==> src/rtl/serial_shift_core.sv <==
module serial_shift_core #(
  parameter int SR_W   = 8,
  parameter int CNT_W  = 4,
  parameter int SYNC_N = 2
) (
  input  logic             clk,
  input  logic             rst_n,
  input  logic             sclk_pin,
  input  logic             sdi,
  input  logic             wr_ctl,
  input  logic             wr_dat,
  input  logic [7:0]       wdata,
  output logic             dout,
  output logic             clk_port,
  output logic             ovf,
  output logic [SR_W-1:0]  sr_q,
  output logic [CNT_W-1:0] cnt_q,
  output logic [7:0]       ctl_rdata
);
  localparam logic [CNT_W-1:0] CNT_MAX = {CNT_W{1'b1}};

  logic [SYNC_N:0]   sclk_sh;
  logic [SYNC_N-1:0] sdi_sh;
  logic [1:0]        sel_r;
  logic              both_r, csel_r;

  always_ff @(posedge clk or negedge rst_n)
    if (!rst_n) begin
      sclk_sh <= '0;
      sdi_sh  <= '0;
    end else begin
      sclk_sh <= {sclk_sh[SYNC_N-1:0], sclk_pin};
      sdi_sh  <= {sdi_sh[SYNC_N-2:0], sdi};
    end

  wire pin_rise = sclk_sh[SYNC_N-1] & ~sclk_sh[SYNC_N];
  wire pin_fall = ~sclk_sh[SYNC_N-1] & sclk_sh[SYNC_N];
  wire pin_sel  = sel_r[0] ? pin_fall : pin_rise;

  wire strobe_go  = wr_ctl & wdata[1] & (wdata[3:2] == 2'b00);
  wire toggle_go  = wr_ctl & wdata[0];
  wire tog_cnt    = toggle_go & wdata[3] & wdata[1];
  wire shift_ext  = sel_r[1] & pin_sel;
  wire cnt_ext    = sel_r[1] & ~csel_r & (both_r ? (pin_rise | pin_fall) : pin_sel);
  wire do_shift   = strobe_go | shift_ext;
  wire do_count   = strobe_go | tog_cnt | cnt_ext;
  wire shift_bit  = strobe_go ? sdi_sh[0] : sdi_sh[SYNC_N-1];
  wire wrap       = do_count & (cnt_q == CNT_MAX);

  always_ff @(posedge clk or negedge rst_n)
    if (!rst_n) begin
      sel_r  <= 2'b00;
      both_r <= 1'b0;
      csel_r <= 1'b0;
    end else if (wr_ctl) begin
      sel_r  <= wdata[3:2];
      both_r <= wdata[4];
      csel_r <= wdata[1];
    end

  always_ff @(posedge clk or negedge rst_n)
    if (!rst_n)        sr_q <= '0;
    else if (wr_dat)   sr_q <= wdata[SR_W-1:0];
    else if (do_shift) sr_q <= {sr_q[SR_W-2:0], shift_bit};

  always_ff @(posedge clk or negedge rst_n)
    if (!rst_n)        cnt_q <= '0;
    else if (do_count) cnt_q <= cnt_q + 1'b1;

  always_ff @(posedge clk or negedge rst_n)
    if (!rst_n)                     ovf <= 1'b0;
    else if (wrap)                  ovf <= 1'b1;
    else if (wr_ctl && wdata[6])    ovf <= 1'b0;

  always_ff @(posedge clk or negedge rst_n)
    if (!rst_n)         clk_port <= 1'b0;
    else if (toggle_go) clk_port <= ~clk_port;

  assign dout      = (strobe_go && !wr_dat) ? sr_q[SR_W-2] : sr_q[SR_W-1];
  assign ctl_rdata = {1'b0, ovf, 1'b0, both_r, sel_r, 2'b00};
endmodule


==> config.mk <==
export PLATFORM = sky130hd
export DESIGN_NAME = serial_shift_core
export DESIGN_NICKNAME = d
export VERILOG_FILES = /design/src/rtl/serial_shift_core.sv
export SDC_FILE = /design/constraint.sdc
export NUM_CORES = 1
export LEC_CHECK = 0
export ABC_AREA = 1
export BUFFER_PORTS_ARGS = -buffer_cell sky130_fd_sc_hd__buf_2
export CAP_MARGIN = 15
export CORE_UTILIZATION = 45
export CTS_CLUSTER_SIZE = 24
export DETAILED_ROUTE_END_ITERATION = 8
export HOLD_SLACK_MARGIN = 0.03
export PLACE_DENSITY_LB_ADDON = 0.12
export REMOVE_ABC_BUFFERS = 1
export SLEW_MARGIN = 20
export SYNTH_ARGS = -nofsm -noshare
export SYNTH_HDL_FRONTEND = slang
export SYNTH_SLANG_ARGS = --single-unit
==> constraint.sdc <==
create_clock -name clk -period 1.2 [get_ports clk]
set_input_delay 0.06 -clock clk [delete_from_list [all_inputs] [get_ports clk]]
set_output_delay 0.06 -clock clk [all_outputs]
set_load 0.05 [all_outputs]
# Word-level counts from Yosys, hierarchy flattened
# Cells that the tools add are included.
dict set report word_totals {
  register_bits 23
  latchBits 0
  ramBits 0
  rom_bits 0
  in_bits 14
  out_inout_bits 23
  elab_cells 44
  memories 0
}
dict set report classes {
  addsub 1
  multipliers 0
  n_div 0
  order_cmp 0
  eq_ne 1
  shifts 0
  muxes 8
  n_bitwise 19
  reduce_logical 6
}
# cell n
set ops {}
lappend ops {{two-way mux 8 bit} 2}
lappend ops {{bitwise AND 1 bit} 11}
lappend ops {{two-way mux 1 bit} 6}
lappend ops {{adder 4 x 1 -> 4 bit, second input constant} 1}
lappend ops {{equality test 4 bit, second input constant} 1}
lappend ops {{inverter 1 bit} 4}
lappend ops {{OR 1 bit} 4}
lappend ops {{nonzero test 2 bit} 2}
lappend ops {{logical AND 1 bit} 2}
lappend ops {{zero test 2 bit} 1}
lappend ops {{zero test 1 bit} 1}

# Depth between registers and ports, before layout
dict set report logic_depth {
  word_depth 8
  ltp_mapped 9
  depth_no_buf 8
}

# Worst setup path after synthesis
# Ideal clock, no wire load.
dict set report synth_path {
  path_type {reg-to-output}
  startpoint {register sr_q[6]}
  endpoint {output dout}
  arrival_time_ps 1876
  required_time_ps 1140
  slack_ps -736
  stages_incl_launch_ff 3
  n_path_buf 0
  cell_sequence {dfrtp_1 inv_1 o21ai_0}
}
dict set report synth_via {
  elab_chain_len 1
}
# item line
set synth_lines {}
lappend synth_lines {{start, declared} 16} ;# output logic [SR_W-1:0] sr_q,
lappend synth_lines {{start signal, assigned} 63} ;# else if (wr_dat) sr_q <= wdata[SR_W-1:0];
lappend synth_lines {{start signal, assigned} 64} ;# else if (do_shift) sr_q <= {sr_q[SR_W-2:0], shift_bit};
lappend synth_lines {{two-way mux 1 bit} 79} ;# assign dout = (strobe_go && !wr_dat) ? sr_q[SR_W-2] : sr_q[SR_W-1];
lappend synth_lines {{end, declared} 13} ;# output logic dout,
# Every way passes these cells.

# Worst setup path after layout
dict set report layout_path {
  startpoint {register sclk_sh[1]}
  endpoint {register cnt_q[3]}
}
dict set report layout_via {
  elab_chain_len 6
  elab_cells_between_ends 8
  cone_classes {2 x mux; 6 x bitwise}
}
# item line
set layout_lines {}
lappend layout_lines {{start, declared} 22} ;# logic [SYNC_N:0] sclk_sh;
lappend layout_lines {{start signal, assigned} 32} ;# sclk_sh <= {sclk_sh[SYNC_N-1:0], sclk_pin};
lappend layout_lines {{inverter 1 bit} 37} ;# wire pin_fall = ~sclk_sh[SYNC_N-1] & sclk_sh[SYNC_N];
lappend layout_lines {{bitwise AND 1 bit} 37}
lappend layout_lines {{two-way mux 1 bit / OR 1 bit (equally long branches)} {38, 44}}
lappend layout_lines {{two-way mux 1 bit *} 44} ;# wire cnt_ext = sel_r[1] & ~csel_r & (both_r ? (pin_rise | pin_fall) : pin_sel);
lappend layout_lines {{bitwise AND 1 bit *} 44}
lappend layout_lines {{OR 1 bit *} 46} ;# wire do_count = strobe_go | tog_cnt | cnt_ext;
lappend layout_lines {{end signal, assigned} 68} ;# else if (do_count) cnt_q <= cnt_q + 1'b1;
lappend layout_lines {{end, declared} 17} ;# output logic [CNT_W-1:0] cnt_q,
# Mark *: on every way between the ends. The rest lies on a longest branch, timed or not.
# A chain may end at the register's enable or synchronous reset.

==> impl_metrics.py <==
metrics = {
    "status": {
        "status": "finished, violations left",
        "violations": "negative setup slack",
    },
    "floorplan": {
        "ioPinCount": 37,
        "initial_core_util_pct": 47.9,
        "core-area_mm2": 0.00250,
        "placementRows": 18,
        "floorplan.die_area_mm2": 0.00287,
        "die_x_um": 53.6,
        "die_y_um": 53.6,
    },
    "timing": {
        "max-slew-margin-rel_pct": 66.1,
        "final_max_slew_viol_count": 0,
        "period_minus_slack_ps": 1220,
        "hold_viol": 0,
        "rsz0062_at_grt": "yes",
        "setup_viol_count_final": 7,
        "period_share_pct": 101,
        "clock-skew-final_ps": 1.90,
        "fin_ws_ps": -17.2,
        "fin_hold_ws_ps": 46.9,
        "fmax_mhz": 822,
        "worst_pin_slew_ps": 508,
    },
    "logic_synthesis": {
        "synth_cell_type_count": 22,
        "synth_seq_area_share_pct": 48.1,
        "ys_warn_count": 0,
        "yosys_register_bits": 23,
        "synth_area_mm2": 0.00120,
        "syn_avg_cell_area_um2": 8.74,
        "postSynthCellCount": 137,
    },
    "clocking": {
        "ctsHtreeMaxLevel": 1,
        "clock_latency_ps": 310,
        "clkSinkCount": 23,
        "post-cts-setup-buffer-count": 0,
        "path_clk_slew_ps": 130,
        "cts_root_buffer": "clkbuf_4",
        "tritoncts": "built",
        "cts_buffer_depth": 2,
        "cts_buffers": 3,
    },
    "power": {
        "leakage_nw": 0.851,
        "powerDensity_mw_per_mm2": 1560,
        "peakVddDrop_v": 0.00123,
    },
    "global_route": {
        "grt_pass1_wl_mm": 4.22,
        "globalRouteTotalUtil_pct": 20.9,
        "grt_max_degree": 24,
        "grt.overflow.total": 0,
        "antenna_found_initial": 0,
        "first_global_vias": 975,
    },
    "worst_setup_path": {
        "required_ps": 1420,
        "worst_setup_path_end_kind": "flop",
        "critical_path_arrival_ps": 1440,
        "worstSetupStartpointType": "flop",
        "rrSetupSlack_ps": -20,
        "worst-path-max-fanout": 5,
        "path_class": "flop to flop",
    },
    "route": {
        "num_vias": 991,
        "met3_length_um": 93,
        "drt_iter0_drc": 16,
        "top_layer_used": "met4",
        "wl_per_cell_um": 12.8,
        "wl_met2_mm": 1.37,
        "wl_met1_mm": 1.14,
        "drc": 0,
        "dr.pass1.iters": 4,
        "avgViaCountPerCell": 4.81,
        "drtAntennaViolNets": 0,
        "routed_wl_mm": 2.64,
    },
    "finish": {
        "fill_cells": 222,
        "drive_above_1_share_pct": 45.5,
        "diodes": 0,
        "syn2layout_area_growth_pct": 35.9,
        "nets": 194,
        "stdcell_count": 206,
    },
    "placed_design": {
        "hpwl_mm": 1.77,
        "place_congestion": 0.775,
        "dp.cells": 195,
        "io_buffers": 32,
    },
    "flow_run": {
        "cap_violations": 0,
    },
    "min_path": {
        "min_path_type": "input pin to flop",
    },
}
cells in the mapped netlist:
master | count | area share [%]
buf_2 | 1 | 0.42
inv_1 | 14 | 4.4
nand2_2 | 2 | 1.0
o21ai_0 | 12 | 5.0
nand3_1 | 12 | 5.0
nor2_4 | 1 | 0.94
and3_1 | 1 | 0.52
or2_2 | 1 | 0.52
buf_6 | 2 | 1.9
xor2_1 | 1 | 0.73
nand3_2 | 1 | 0.84
buf_4 | 6 | 3.8
a21oi_4 | 1 | 1.4
xnor2_1 | 2 | 1.5
o21ai_2 | 6 | 4.4
dfrtp_1 | 23 | 48
nand2_4 | 2 | 1.9
inv_4 | 1 | 0.52
conb_1 | 1 | 0.31
nand2_1 | 43 | 13
nor2_1 | 1 | 0.31
ha_1 | 3 | 3.1
final timing paths:
| kind | cells after the start | startpoint | endpoint |
|---|---|---|---|
| max | 7 | sclk_sh[1]$_DFF_PN0_ | cnt_q[3]$_DFFE_PN0P_ |
| min | 3 | wdata[2] | sel_r[0]$_DFFE_PN0P_ |
| max reg2reg | 7 | sclk_sh[1]$_DFF_PN0_ | cnt_q[3]$_DFFE_PN0P_ |
| min reg2reg | 0 | sclk_sh[0]$_DFF_PN0_ | sclk_sh[1]$_DFF_PN0_ |
| max in group asynchronous | 2 | rst_n | sclk_sh[1]$_DFF_PN0_ |
| min in group asynchronous | 2 | rst_n | sr_q[3]$_DFFE_PN0P_ |
layout by cell type, fill, tap and decap left out, types with 3 or more instances in the layout:
cell	instances
inv_2	3
nand2_1	29
nand3_1	8
o21ai_0	11
clkbuf_4	3
dfrtp_1	21
nand2_2	6
buf_2	31
nand3_2	4
o21ai_2	7
dlygate4sd3_1	6
inv_1	11
nand2_8	3
conb_1	4
nand2_4	10
layer usage:
metal / vias up / track usage [%]
met1: 459 / 24.6
met4: 0 / 8.77
met3: 5 / 3.39
met5: - / 0
met2: 28 / 37.5
li1: 499 / -
state kept, by name, indices dropped and copies added (netlist names):
register and count:
sclk_sh 3, csel_r 1, sdi_sh 2, clk_port 1
ovf 1, sr_q 8, sel_r 2, both_r 1
cnt_q 4
per-stage QoR:
| step | cell area (µm²) | total power [mW] | utilization, % | setup WS (ps) | setup TNS (ps) |
|---|---|---|---|---|---|
| global placement | 1350 | 2.02 | 54.0 | -103 | -608 |
| global route | 1630 | 2.68 | 65.1 | -76.8 | -805 |
| detailed placement | 1350 | 2.04 | 54.0 | -163 | -1440 |
| finish | 1630 | 2.53 | 65.1 | -17.2 | -59.6 |
| floorplan | 1140 | 1.78 | - | -736 | -2660 |
| CTS | 1520 | 2.47 | 60.7 | -34.9 | -262 |
what timing repair did:
| item | CTS | global route |
|---|---|---|
| pin swaps | 9 | 8 |
| cloned | 1 | 0 |
| hold buffers | 6 | 0 |
| endpoints found under the hold margin | 28 | 0 |
| resized for setup | 21 | 26 |
| setup endpoints to repair | 14 | 14 |
cells by family (layout without fill, tap and decap cells):
family	count (synthesis)	after routing	share of synthesized area [%]
XOR/XNOR	3	3	2.19
AO/OA/AOI/OAI	19	19	10.8
adder cells (fa/ha/maj)	3	3	3.14
buffers and inverters	24	59	11.0
AND/OR/NAND/NOR	64	65	24.6
other	1	4	0.313
flip-flops	23	23	48.1
where the power goes:
group	total, mW	switching (mW)	internal (mW)
sequential	1.03	0.122	0.908
clock	0.366	0.241	0.125
combinational	1.14	0.827	0.311
worst max-delay path, cell delays in order (launching register included):
cell	delay (ps)
dfrtp_2	440
inv_2	60
ha_4	260
nand2_2	50
nand3_4	110
nand2_4	90
nand2_2	70
nand2_1	50
cell type report:
class                   count  area, µm²  area share (%)
multi-input cells          94        681            41.8
repair buffers             40        245            15.1
well taps                  30       37.5            2.31
clock buffers               3       22.5            1.38
inverters                  15       58.8            3.61
clock inverters             1       5.00           0.307
flip-flops and latches     23        578            35.5
(Power assumes the default switching activity.)
